## config.mk

```make
export PLATFORM = sky130hd
export DESIGN_NAME = cp_save_responder
export DESIGN_NICKNAME = d
export VERILOG_FILES = /design/src/rtl/cpsv_pkg.sv /design/src/rtl/cpsv_decode.sv /design/src/rtl/cpsv_fsm.sv /design/src/rtl/cpsv_store.sv /design/src/rtl/cpsv_rdmux.sv /design/src/rtl/cp_save_responder.sv
export SDC_FILE = /design/constraint.sdc
export NUM_CORES = 1
export LEC_CHECK = 0
export ABC_AREA = 1
export BUFFER_PORTS_ARGS = -buffer_cell sky130_fd_sc_hd__buf_2
export CAP_MARGIN = 25
export CORE_MARGIN = 2
export CORE_UTILIZATION = 57
export CTS_BUF_LIST = sky130_fd_sc_hd__clkbuf_8
export DETAILED_ROUTE_END_ITERATION = 10
export GPL_ROUTABILITY_DRIVEN = 0
export PLACE_DENSITY = 0.95
export SYNTH_ARGS = -nofsm -noshare
export SYNTH_HDL_FRONTEND = slang
export SYNTH_SLANG_ARGS = --single-unit
```

## constraint.sdc

```tcl
create_clock -name clk -period 3.7 [get_ports clk]
set_input_delay 0.185 -clock clk [delete_from_list [all_inputs] [get_ports clk]]
set_output_delay 0.185 -clock clk [all_outputs]
set_load 0.1 [all_outputs]
```

## src/rtl/cpsv_pkg.sv

```systemverilog
package cpsv_pkg;

    typedef enum logic [1:0] {
        SEL_CTRL = 2'b00,
        SEL_SAVE = 2'b01,
        SEL_OPND = 2'b10,
        SEL_NONE = 2'b11
    } reg_sel_e;

    typedef enum logic [1:0] {
        ST_IDLE    = 2'b00,
        ST_SUSPEND = 2'b01,
        ST_XFER    = 2'b10
    } save_state_e;

    localparam logic [7:0] CODE_EMPTY     = 8'h00;
    localparam logic [7:0] CODE_NOT_READY = 8'h01;
    localparam logic [7:0] CODE_VALID     = 8'h1F;
    localparam int         ABORT_BIT      = 0;
    localparam int         WORD_W         = 32;

    typedef struct packed {
        logic [7:0]  code;
        logic [7:0]  length;
        logic [15:0] rsvd;
    } fmt_word_t;

    typedef struct packed {
        logic save_rd;
        logic opnd_rd;
        logic abort_wr;
    } bus_ev_t;

    function automatic fmt_word_t make_fmt(input logic [7:0] code, input logic [7:0] len);
        fmt_word_t f;
        f.code   = code;
        f.length = len;
        f.rsvd   = '0;
        return f;
    endfunction

    function automatic int words_of(input int bytes);
        return bytes / 4;
    endfunction

endpackage

```

## src/rtl/cpsv_decode.sv

```systemverilog
module cpsv_decode
    import cpsv_pkg::*;
(
    input  logic        rd_en,
    input  logic [1:0]  rd_sel,
    input  logic        wr_en,
    input  logic [1:0]  wr_sel,
    input  logic [31:0] wr_data,
    output bus_ev_t     ev
);

    always_comb begin
        ev.save_rd  = rd_en && (rd_sel == SEL_SAVE);
        ev.opnd_rd  = rd_en && (rd_sel == SEL_OPND);
        ev.abort_wr = wr_en && (wr_sel == SEL_CTRL) && wr_data[ABORT_BIT];
    end

endmodule

```

## src/rtl/cpsv_fsm.sv

```systemverilog
module cpsv_fsm
    import cpsv_pkg::*;
#(
    parameter int WORDS = 4,
    parameter int IDX_W = 2
) (
    input  logic              clk,
    input  logic              rst,
    input  bus_ev_t           ev,
    input  logic              busy_in,
    output save_state_e       st_q,
    output logic [IDX_W-1:0]  idx_q,
    output logic              suspend_req
);

    localparam bit               HAS_STATE = (WORDS > 0);
    localparam logic [IDX_W-1:0] LAST_IDX  = (WORDS > 0) ? IDX_W'(WORDS - 1) : '0;

    save_state_e      st_d;
    logic [IDX_W-1:0] idx_d;

    always_comb begin
        st_d  = st_q;
        idx_d = idx_q;
        unique case (st_q)
            ST_IDLE: begin
                if (ev.save_rd) begin
                    if (busy_in) begin
                        st_d = ST_SUSPEND;
                    end else if (HAS_STATE) begin
                        st_d  = ST_XFER;
                        idx_d = '0;
                    end
                end
            end
            ST_SUSPEND: begin
                if (ev.save_rd && !busy_in) begin
                    st_d  = HAS_STATE ? ST_XFER : ST_IDLE;
                    idx_d = '0;
                end
            end
            ST_XFER: begin
                if (ev.opnd_rd) begin
                    if (idx_q == LAST_IDX) begin
                        st_d  = ST_IDLE;
                        idx_d = '0;
                    end else begin
                        idx_d = idx_q + 1'b1;
                    end
                end
            end
            default: begin
                st_d  = ST_IDLE;
                idx_d = '0;
            end
        endcase
        if (ev.abort_wr) begin
            st_d  = ST_IDLE;
            idx_d = '0;
        end
    end

    always_ff @(posedge clk) begin
        if (rst) begin
            st_q  <= ST_IDLE;
            idx_q <= '0;
        end else begin
            st_q  <= st_d;
            idx_q <= idx_d;
        end
    end

    assign suspend_req = (st_q == ST_SUSPEND);


    suspend_cause_chk: assert property (@(posedge clk) disable iff (rst)
        $rose(suspend_req) |-> $past(ev.save_rd && busy_in));


    leave_suspend_chk: assert property (@(posedge clk) disable iff (rst)
        $fell(suspend_req) |-> $past(!busy_in || ev.abort_wr));

    generate
        if (WORDS == 0) begin : g_empty_chk

            no_xfer_chk: assert property (@(posedge clk) disable iff (rst)
                st_q != ST_XFER);
        end
    endgenerate

endmodule

```

## src/rtl/cpsv_store.sv

```systemverilog
module cpsv_store
    import cpsv_pkg::*;
#(
    parameter int WORDS  = 4,
    parameter int IDX_W  = 2,
    parameter int LOAD_W = 128
) (
    input  logic               clk,
    input  logic               rst,
    input  logic               load,
    input  logic [LOAD_W-1:0]  load_data,
    input  logic [IDX_W-1:0]   idx,
    output logic [WORD_W-1:0]  word
);

    generate
        if (WORDS == 0) begin : g_none
            assign word = '0;
        end else begin : g_mem
            logic [WORD_W-1:0] mem [WORDS];
            for (genvar i = 0; i < WORDS; i++) begin : g_word
                always_ff @(posedge clk) begin
                    if (rst) begin
                        mem[i] <= '0;
                    end else if (load) begin
                        mem[i] <= load_data[WORD_W*i +: WORD_W];
                    end
                end
            end
            assign word = mem[idx];
        end
    endgenerate

endmodule

```

## src/rtl/cpsv_rdmux.sv

```systemverilog
module cpsv_rdmux
    import cpsv_pkg::*;
#(
    parameter int STATE_BYTES = 16
) (
    input  bus_ev_t            ev,
    input  logic               busy_in,
    input  save_state_e        st_q,
    input  logic [WORD_W-1:0]  word,
    output logic [WORD_W-1:0]  rd_data
);

    localparam bit HAS_STATE = (STATE_BYTES >= 4);

    fmt_word_t valid_fmt, nr_fmt, empty_fmt;

    always_comb begin
        valid_fmt = make_fmt(CODE_VALID, 8'(STATE_BYTES));
        nr_fmt    = make_fmt(CODE_NOT_READY, 8'h00);
        empty_fmt = make_fmt(CODE_EMPTY, 8'h00);
        rd_data   = '0;
        if (ev.save_rd) begin
            if (st_q == ST_XFER)    rd_data = valid_fmt;
            else if (busy_in)       rd_data = nr_fmt;
            else if (HAS_STATE)     rd_data = valid_fmt;
            else                    rd_data = empty_fmt;
        end else if (ev.opnd_rd && st_q == ST_XFER) begin
            rd_data = word;
        end
    end

endmodule

```

## src/rtl/cp_save_responder.sv

```systemverilog
module cp_save_responder
    import cpsv_pkg::*;
#(
    parameter int STATE_BYTES = 16,
    localparam int WORDS  = STATE_BYTES / 4,
    localparam int LOAD_W = 32 * ((WORDS > 0) ? WORDS : 1)
) (
    input  logic              clk,
    input  logic              rst,
    input  logic              rd_en,
    input  logic [1:0]        rd_sel,
    output logic [31:0]       rd_data,
    input  logic              wr_en,
    input  logic [1:0]        wr_sel,
    input  logic [31:0]       wr_data,
    input  logic              busy_in,
    output logic              suspend_req,
    output logic              idle,
    input  logic              test_load,
    input  logic [LOAD_W-1:0] test_data
);

    localparam int IDX_W = (WORDS > 1) ? $clog2(WORDS) : 1;

    bus_ev_t          ev;
    save_state_e      st_q;
    logic [IDX_W-1:0] idx_q;
    logic [31:0]      word;

    cpsv_decode u_decode (
        .rd_en   (rd_en),
        .rd_sel  (rd_sel),
        .wr_en   (wr_en),
        .wr_sel  (wr_sel),
        .wr_data (wr_data),
        .ev      (ev)
    );

    cpsv_fsm #(.WORDS(WORDS), .IDX_W(IDX_W)) u_fsm (
        .clk         (clk),
        .rst         (rst),
        .ev          (ev),
        .busy_in     (busy_in),
        .st_q        (st_q),
        .idx_q       (idx_q),
        .suspend_req (suspend_req)
    );

    cpsv_store #(.WORDS(WORDS), .IDX_W(IDX_W), .LOAD_W(LOAD_W)) u_store (
        .clk       (clk),
        .rst       (rst),
        .load      (test_load),
        .load_data (test_data),
        .idx       (idx_q),
        .word      (word)
    );

    cpsv_rdmux #(.STATE_BYTES(STATE_BYTES)) u_rdmux (
        .ev      (ev),
        .busy_in (busy_in),
        .st_q    (st_q),
        .word    (word),
        .rd_data (rd_data)
    );

    assign idle = (st_q == ST_IDLE);


    not_ready_chk: assert property (@(posedge clk) disable iff (rst)
        (rd_en && rd_sel == SEL_SAVE && busy_in && st_q != ST_XFER)
            |-> rd_data == 32'h0100_0000);


    abort_idle_chk: assert property (@(posedge clk) disable iff (rst)
        (wr_en && wr_sel == SEL_CTRL && wr_data[0]) |=> (idle && !suspend_req));


    opnd_idle_zero_chk: assert property (@(posedge clk) disable iff (rst)
        (rd_en && rd_sel == SEL_OPND && st_q != ST_XFER) |-> rd_data == 32'h0);


    opnd_idle_stay_chk: assert property (@(posedge clk) disable iff (rst)
        (rd_en && rd_sel == SEL_OPND && st_q != ST_XFER) |=> $stable(st_q));


    save_in_xfer_chk: assert property (@(posedge clk) disable iff (rst)
        (rd_en && rd_sel == SEL_SAVE && st_q == ST_XFER && !(wr_en && wr_sel == SEL_CTRL && wr_data[0]))
            |=> ($stable(idx_q) && st_q == ST_XFER));

endmodule

```

==> run summary, run 1 <==
Buffers inserted to repair hold after CTS numbered 0. The number of antenna diodes in the final layout is 0. Data on the critical path is required at its endpoint by 3.51 ns. Dividing the detail-routed wire length by the instance count gives 13.7 µm. Post-CTS repair changed the size of 0 cells. The critical path's slowest cell is sky130_fd_sc_hd__dfxtp_1. Detailed placement finished with a half-perimeter wire length of 9480 µm. In this run, the number of DRC markers left after iteration 0 of detailed routing was 375. The floorplan step defined a die boundary enclosing 0.0122 mm².

Once the clock tree was built, the setup fixing pass inserted 0 buffers. The path with the worst hold slack has its endpoint at u_fsm.st_q[1]$_SDFFE_PP0P_. Measured against its own limit, the worst slew margin works out to 35.7%.

The power per unit of standard cell area was 489 mW/mm². Synthesis produced 719 cells. On the worst path, the slowest cell contributes a delay of 0.80 ns. The type of the most critical hold path is input port to flip-flop. Dividing the detail-routed via count by the number of cells gives 4.91. The die span in x works out to 111 µm.

Counting every net in the synthesized netlist gives 890. For this run the aggregate overflow at the end of global routing stands at 0. Setup repair after global routing left no endpoint under its margin. Adding up every negative setup slack in the final design gives 0 ns.

During synthesis, Yosys emitted a total of 0 warnings. After clock tree synthesis, the clock-pin slew on the worst setup and hold paths is 0.09 ns. The longest clock path from root to sink contains 2 buffers. The area of the core was 0.0110 mm². Summed over all cells, the static leakage comes to 3.94 nW. Ranked by total cell area, the synthesized netlist is headed by sky130_fd_sc_hd__edfxtp_1 (59%), sky130_fd_sc_hd__nor2_1 (14%), sky130_fd_sc_hd__inv_1 (7.9%).

During placement, the flow inserted port buffers numbering 172. The total global routing track utilization was 23.9%. The logs give 1001 for the count of placed standard cells including taps and 0.00785 mm² for the summed area of non-filler cells in the final layout. The category of the worst setup path launch point is a flip-flop. Summing the sequential cell areas from Yosys gives 61.2% of the chip area. The initial core utilization was 58.9%; the maximum frequency from static timing analysis was 347 MHz. Summing all placed instances gives a cell area of 0.00739 mm². Number of hold-slack violations in the final timing report: 0. The worst hold path was traced through 4 stages. The critical path contains buffers and inverters numbering 2 combined. In this run the critical register-to-register path is launched from u_fsm.st_q[0]$_SDFFE_PP0P_.

The unique cell type count in the Yosys netlist was 21; the final core utilization was 71.5%. The area share of the largest cell type after synthesis was 59.4%. The tools report the final setup skew as 0.0127 ns. The flip-flop and latch count after synthesis was 134; the number of detailed-routing iterations run before antenna repair was 5. The share of cells above drive strength 1 came out at 27.1%.

The number of global-route vias before repair is 5017, and the number of cells on the worst reg-to-reg path is 6. In this run the most critical hold path is launched from busy_in. Along the worst path, the maximum fanout reaches 32. The initial antenna violation count is 0.

In this run the number of H-tree levels came out at 4. The tools report the net count of the finished layout as 1051. Counting the fill cells in the layout gives 814. The minimum setup slack among reg-to-reg paths came out at 2.47 ns.

The worst-case IR drop observed on VDD is 0.310 mV. The tree is rooted in a sky130_fd_sc_hd__clkbuf_8. For this run, the number of standard cells in the final layout without fillers is 1033. Of all cell types, the one taking the most synthesized area is sky130_fd_sc_hd__edfxtp_1.

The first global-routing pass estimated 23100 µm of wire. The standard-cell row count came out at 38. The run gives 0.00647 mm² as the cell area after synthesis. The tools report the total via count in the routed design as 5073. The floorplan step set the die height to 111 µm. The logs give 0 for the total DRC errors in the routed layout and 91 for the largest net degree at the start of global routing. STA puts the critical path data arrival time at 2.69 ns. The area growth from synthesis to layout is 21.3%, and the final critical path time including I/O delays and setup is 2.88 ns. The family with the most delay on the worst path is buffers and inverters.

The average instance in the mapped netlist occupies 9.00 µm². The routed wire length is 14100 µm, and the CTS sink count is 134. The flow ran to the end, and the final reports show no timing, DRC or antenna violations. The clock reaches the later pin of the worst-skew pair after 0.43 ns.

The worst setup path is of the flip-flop to primary output kind. The number of max-cap violations is 0. TritonCTS built the clock tree. The number of clock buffers inserted by TritonCTS was 17; the final clock period utilization by the worst path was 77.8%.

Walking the worst path, the cells encountered are inv_2 -> nor2_1 -> o21ai_0 -> a21oi_2 -> buf_2. STA classifies the critical path endpoint as a primary output. The max-slew violation total from the final report came out at 0. Transition at the pin with the smallest max-transition slack: 0.964 ns. The count of pins on the block boundary came out at 204.

The detail route stage leaves a number of antenna-violating nets equal to 0. The tools report the final setup violation count as 0.
## logic make-up after synthesis
group	synth area share, %
buf+inv	11.2
flops	61.2
simple gates	19.8
compound gates	7.50
fa+ha+maj	0.193
## routing by layer
layer  global-route usage, %  wire length (µm)  share of wire [%]
met5                       0                 0                  0
met4                    9.58               363                2.6
met3                    4.67               822                5.8
met2                    42.3              7430                 53
met1                    28.7              5510                 39
## cells in the mapped netlist
library cell and number:
sky130_fd_sc_hd__edfxtp_1 128, sky130_fd_sc_hd__inv_2 5, sky130_fd_sc_hd__buf_6 2, sky130_fd_sc_hd__buf_1 2
sky130_fd_sc_hd__o21ai_1 37, sky130_fd_sc_hd__a21oi_1 9, sky130_fd_sc_hd__buf_2 15, sky130_fd_sc_hd__nand3_1 24
sky130_fd_sc_hd__or2_2 1, sky130_fd_sc_hd__inv_1 137, sky130_fd_sc_hd__buf_4 5, sky130_fd_sc_hd__ha_1 1
sky130_fd_sc_hd__nor2_1 247, sky130_fd_sc_hd__dfxtp_1 6, sky130_fd_sc_hd__nand3_2 1, sky130_fd_sc_hd__nor2_8 2
sky130_fd_sc_hd__o21ai_0 16, sky130_fd_sc_hd__inv_4 1, sky130_fd_sc_hd__clkbuf_1 12, sky130_fd_sc_hd__a21oi_2 20
sky130_fd_sc_hd__nand2_1 48
## placed cells by master (no fill, tap or decap)
cell and instances:
sky130_fd_sc_hd__inv_2 5, sky130_fd_sc_hd__o21ai_1 37, sky130_fd_sc_hd__nor2_1 247, sky130_fd_sc_hd__dfxtp_2 1, sky130_fd_sc_hd__bufinv_16 5, sky130_fd_sc_hd__clkbuf_8 17
sky130_fd_sc_hd__edfxtp_1 128, sky130_fd_sc_hd__or2_4 1, sky130_fd_sc_hd__nand3_2 1, sky130_fd_sc_hd__nand2_1 47, sky130_fd_sc_hd__buf_4 5, sky130_fd_sc_hd__nand2_4 1
sky130_fd_sc_hd__ha_1 1, sky130_fd_sc_hd__inv_6 3, sky130_fd_sc_hd__buf_2 172, sky130_fd_sc_hd__inv_4 1, sky130_fd_sc_hd__buf_12 1, sky130_fd_sc_hd__clkinvlp_4 1
sky130_fd_sc_hd__a21oi_2 20, sky130_fd_sc_hd__nor2_8 2, sky130_fd_sc_hd__clkinv_2 3, sky130_fd_sc_hd__dfxtp_1 5, sky130_fd_sc_hd__nand3_1 24, sky130_fd_sc_hd__o21ai_0 16
sky130_fd_sc_hd__a21oi_1 9, sky130_fd_sc_hd__clkinv_4 3, sky130_fd_sc_hd__inv_1 137
## metrics by stage
step / power (mW) / hold slack (ns) / setup slack [ns]
global placement: 2.46 / 0.466 / 1.32
finish: 3.84 / 0.0440 / 0.820
global route: 4.01 / 0.0265 / 0.609
detailed placement: 2.49 / 0.485 / 1.30
CTS: 3.86 / 0.00950 / 0.787
floorplan: 2.31 / 0.361 / 1.18
## worst min-delay path, cell delays in order
cell	delay, ns
sky130_fd_sc_hd__buf_2	0.10
sky130_fd_sc_hd__a21oi_1	0.06
sky130_fd_sc_hd__nand2_1	0.06
sky130_fd_sc_hd__nor2_1	0.04
## power breakdown
| part | switching, mW | total, mW | leakage [nW] | internal, mW |
|---|---|---|---|---|
| clock | 0.575 | 1.38 | 0.231 | 0.808 |
| sequential | 0.0508 | 1.85 | 1.43 | 1.80 |
| combinational | 0.420 | 0.605 | 2.28 | 0.185 |
| total | 1.05 | 3.84 | 3.94 | 2.79 |
## state kept, by name, summed over array words and instances, names as in the netlist, named ones only
signal	cells
u_store.g_mem.mem	128
u_fsm.st_q	2
u_fsm.idx_q	2
## final cells by class
class,count,area [µm²],share of cell area (%)
well taps,140,175,2.23
clock buffers,17,234,2.98
inverters,143,539,6.87
flip-flops and latches,134,3970,50.5
multi-input cells,406,1790,22.8
repair buffers,178,918,11.7
clock inverters,15,225,2.87
## how the worst max path moves through the flow
stage	to	slack (ns)	startpoint	depth (start not counted)
after floorplan	rd_data[3]	1.18	flip-flop	6
after global placement	rd_data[18]	1.32	flip-flop	5
after detailed placement	rd_data[18]	1.30	flip-flop	5
after CTS	rd_data[18]	0.79	flip-flop	5
after global routing	rd_data[7]	0.61	flip-flop	5
final	rd_data[7]	0.82	flip-flop	5
Power figures use the tool's default switching activity.
==> run 2, diff against run 1 <==
Settings changed: ABC_AREA 1 to 0, CORE_UTILIZATION 57 to 47, PLACE_DENSITY 0.95 to 0.86.
Clock period 3.7 ns to 2.45 ns, I/O delays scaled along.
==> run 2 against run 1 <==
  * Routed wire length grew 13%
  * Highest routed layer unchanged
  * Critical path type unchanged
  * Largest cell class unchanged
  * Count of clock-buffer cells in the layout is the same
  * Global-route usage shrank 0.27 points
  * Sequential cell count is the same
  * Clock power grew 7%
  * First-iteration DRC count shrank 21%
  * Register-to-register slack lost 1.4 ns
  * Core utilization shrank 0.22 points
  * Sequential share of layout area shrank 6.4 points
  * Clock skew shrank 0.0061 ns
  * Cell count shrank 15%
  * Largest power group unchanged
==> run summary, run 2 <==
The run finished with clean final reports. The area share of the largest cell type after synthesis was 63.4% (+4.0 points). The clock-pin transition on the worst setup and hold timing paths was 0.07 ns (-0.02 ns).

Routed wire length: 15900 µm (+13%). The worst setup path is captured at a primary output. The count of pins on the block boundary is 204 (unchanged), and the number of cells on the worst hold path is 3 (-1). The tools report the final hold slack as 0.0957 ns (+0.0518 ns). The most common library cell in the layout ignoring fill and taps was sky130_fd_sc_hd__buf_2. The worst setup path is launched from a flip-flop. The final total negative setup slack is 0 ns (unchanged), and the total via count in the routed design is 4465 (-12%). The run gives 0.43 ns (about the same) as the worst-skew pair later-pin latency. The run gives 863 (-18%) as the net count of the finished layout. The net count of the mapped netlist is 567 (-36%).

Counting instances in the post-synthesis netlist gives the leading cell types as sky130_fd_sc_hd__and2_1 (128), sky130_fd_sc_hd__edfxtp_1 (128), sky130_fd_sc_hd__mux4_2 (30). The cell leakage power is 3.80 nW (-3.5%). For the initial core utilization, the log shows 48.1% (-11 points). Flip-flop and latch count after synthesis: 134 (unchanged).

The die span in x was 118 µm (+6.4%); the total global routing track utilization was 23.6% (-0.27 points). The run gives 4 (-1) as the number of detailed-routing iterations run before antenna repair. For the detailed-placement wirelength estimate, the log shows 8190 µm (-14%). Traced cell by cell, the critical path runs through buf_4 -> mux4_1 -> and3_1 -> buf_2.

The final setup skew was 0.00655 ns (-0.00611 ns). The critical path's slowest cell is sky130_fd_sc_hd__mux4_1. For the combinational share of power, the log shows 11.9% (-3.9 points). The area of the core was 0.0126 mm² (+15%).

The family with the most delay on the worst path was multiplexers. The first-pass GRT wire length is 24700 µm (+6.7%), and the buffers plus inverters on the worst setup path is 2 (unchanged). The number of buffer cells added on primary ports is 172 (unchanged). The unique cell type count in the Yosys netlist is 30 (+43%), and the number of nets with antenna violations after routing is 0 (unchanged). The floorplan die height is 118 µm (+6.4%), and the power per unit of standard cell area is 535 mW/mm² (+9.4%). For the first-iteration detailed-routing DRC count, the log shows 295 (-21%).

Setup repair after global routing left no endpoint under its margin. The logs give 0 (unchanged) for the number of max-cap violations and 17 (unchanged) for the number of clock buffers inserted by TritonCTS. The buffer levels on the longest clock path is 2 (unchanged). By area the synthesized netlist is led by sky130_fd_sc_hd__edfxtp_1 (63%), sky130_fd_sc_hd__and2_1 (13%), sky130_fd_sc_hd__mux4_2 (11%). sky130_fd_sc_hd__edfxtp_1 takes more of the synthesized area than any other cell. The share of cells above drive strength 1 was 34.1% (+7.0 points); the mean instance size in the synthesized netlist was 15.3 µm² (+70%). The cell area after synthesis is 0.00607 mm² (-6.3%), and the number of cells on the worst reg-to-reg path is 5 (-1). The clock network fraction of design power is 30.9% (-5.2 points), and the number of standard cells after synthesis is 396 (-45%).

Among all flip-flop cells after synthesis, the most frequent one is sky130_fd_sc_hd__edfxtp_1. The logs give 0 (unchanged) for the max-slew violation total from the final report and 0 (unchanged) for the final setup violation count. The path length in cells of the critical path came out at 4 (-1). The launch instance of the worst min-delay path is rst. The number of global-route vias before repair is 4905 (-2.2%), and the total DRC errors in the routed layout is 0 (unchanged). The worst slew margin relative to its limit came out at 51.7% (+16 points). The total number of yosys warnings was 0 (unchanged). More flip-flops sit in one register than any other, and that register is u_store.g_mem.mem. The number of vias per cell is 5.09 (+3.7%), and the power spent charging and discharging nets is 1.11 mW (+6.2%). Transition at the pin with the smallest max-transition slack: 0.724 ns (-0.240 ns). The number of enable-type register cells in the synthesized netlist is 128 (unchanged), and the maximum frequency from static timing analysis is 439 MHz. The standard-cell row count is 41 (+7.9%), and the routed wirelength normalized by instance count is 18.2 µm (+33%). Type of the most critical hold path: input port to flip-flop. The number of buffers added for setup after CTS came out at 0 (unchanged). The share of synthesized flip-flops with an asynchronous set or reset was 0% (unchanged). The tools report the global-route congestion overflow total as 0 (unchanged). Flip-flop count of the largest register after layout: 128 (unchanged). The critical path start-end classification was flip-flop to primary output. The delay contributed by the slowest stage of the critical path came out at 0.60 ns (-0.20 ns).

Number of hold-slack violations in the final timing report: 0 (unchanged). The logs give 2.33 ns (-1.18 ns) for the required arrival time at the worst endpoint and 4 (unchanged) for the number of H-tree levels. The run gives 0.452 mV (+46%) as the worst ir drop on vdd. CTS sink count: 134 (unchanged). The root buffer cell chosen for the clock tree is sky130_fd_sc_hd__clkbuf_8.

The switching part of the total was 23.1% (-4.2 points). The final clock period utilization by the worst path works out to 92.9%. The logs give 129 (+42%) for the largest net degree at the start of global routing and 3.70 mW (+33%) for the internal power component. The full die area was 0.0138 mm² (+13%). The largest registers in the layout are u_store.g_mem.mem x128, u_fsm.idx_q x2, u_fsm.st_q x2.

The area growth from synthesis to layout was 48.2%. The critical path data arrival time is 2.15 ns (-0.54 ns). The power share of the sequential group is 57.2% (+9.0 points). The highest net fanout along the worst path is 15 (-53%).

The tools report the startpoint of the lowest-slack register-to-register path as u_fsm.st_q[1]$_SDFFE_PP0P_. For the initial antenna violation count, the log shows 1 (+1). The run gives 787 (-3.3%) as the total of fill cells in the finished design. The final critical path time including I/O delays and setup works out to 2.28 ns. TritonCTS built the clock tree.

The proportion of synthesized chip area in sequential cells came out at 65.3% (+4.1 points). The library cells used most frequently in the layout, excluding fill and tap cells, are sky130_fd_sc_hd__buf_2 (152), sky130_fd_sc_hd__and2_1 (128), sky130_fd_sc_hd__dlygate4sd3_1 (128), sky130_fd_sc_hd__edfxtp_1 (128), sky130_fd_sc_hd__mux4_2 (30).
-- run 2: cell types whose count changed after synthesis, moves of 5 or more --
cell	delta
sky130_fd_sc_hd__clkbuf_1	+8
sky130_fd_sc_hd__nand2_1	-37
sky130_fd_sc_hd__and2_1	+128
sky130_fd_sc_hd__o21ai_1	-37
sky130_fd_sc_hd__buf_2	-11
sky130_fd_sc_hd__o21ai_0	-13
sky130_fd_sc_hd__inv_2	-5
sky130_fd_sc_hd__inv_1	-136
sky130_fd_sc_hd__a21oi_1	-8
sky130_fd_sc_hd__and3_1	+26
sky130_fd_sc_hd__nor2_1	-244
sky130_fd_sc_hd__mux4_2	+30
sky130_fd_sc_hd__nand3_1	-18
sky130_fd_sc_hd__a21oi_2	-20
-- run 2: kinds of logic after synthesis --
group | synth area share [%]
simple gates | 18.7
flops | 65.3
mux | 12.0
buf+inv | 2.56
compound gates | 1.20
fa+ha+maj | 0.206
-- run 2: final timing paths --
check / end / slack [ns]
max: rd_data[0] / 0.17
min: u_fsm.st_q[1]$_SDFFE_PP0P_ / 0.1
max reg2reg: u_fsm.st_q[1]$_SDFFE_PP0P_ / 1.07
min reg2reg: flip-flop / 0.50
-- run 2: timing repair --
action,CTS,global route
endpoints found under the hold margin,128,0
endpoints found under the setup margin,0,6
hold buffers,128,0
resized for setup,0,1
-- run 2: layer usage --
metal / vias up / track usage (%) / routed length (µm)
li1: 2048 / - / -
met1: 2203 / 23.7 / 5750
met2: 175 / 45.1 / 8950
met3: 39 / 6.44 / 745
met4: 0 / 10.6 / 487
met5: - / 0 / 0
-- run 2: cell type report --
class | count | area [µm²] | area share [%]
flip-flops and latches | 134 | 3970 | 44.1
repair buffers | 307 | 2540 | 28.2
multi-input cells | 231 | 1960 | 21.8
clock buffers | 17 | 234 | 2.60
well taps | 172 | 215 | 2.39
clock inverters | 14 | 73.8 | 0.821
inverters | 1 | 3.75 | 0.0417
diodes | 1 | 2.50 | 0.0278
-- run 2: worst register-to-register path: stages (launching register included) --
cell	delay [ns]
sky130_fd_sc_hd__dfxtp_1	0.50
sky130_fd_sc_hd__nor2b_2	0.21
sky130_fd_sc_hd__buf_6	0.28
sky130_fd_sc_hd__inv_1	0.11
sky130_fd_sc_hd__a21oi_1	0.13
sky130_fd_sc_hd__o21a_1	0.11
-- run 2: metrics by stage --
step           utilization, %  total power [mW]  setup WS (ns)  instances  instance area, µm²
2_1_floorplan               -              3.01          0.312        396                6070
3_3_place_gp             58.6              3.16          0.653        717                7400
3_5_place_dp             58.6              3.20          0.615        717                7400
4_1_cts                  71.2              4.82          0.109        876                8980
5_1_grt                  71.2              4.98         0.0485        877                8990
6_report                 71.2              4.81          0.173        877                8990
-- run 2: power by group through the flow --
stage	clock, mW	sequential (mW)	combinational (mW)
final	1.48	2.75	0.573
after global routing	1.61	2.76	0.613
after CTS	1.51	2.75	0.559
after detailed placement	0	2.80	0.399
after global placement	0	2.78	0.384
after floorplan	0	2.78	0.229
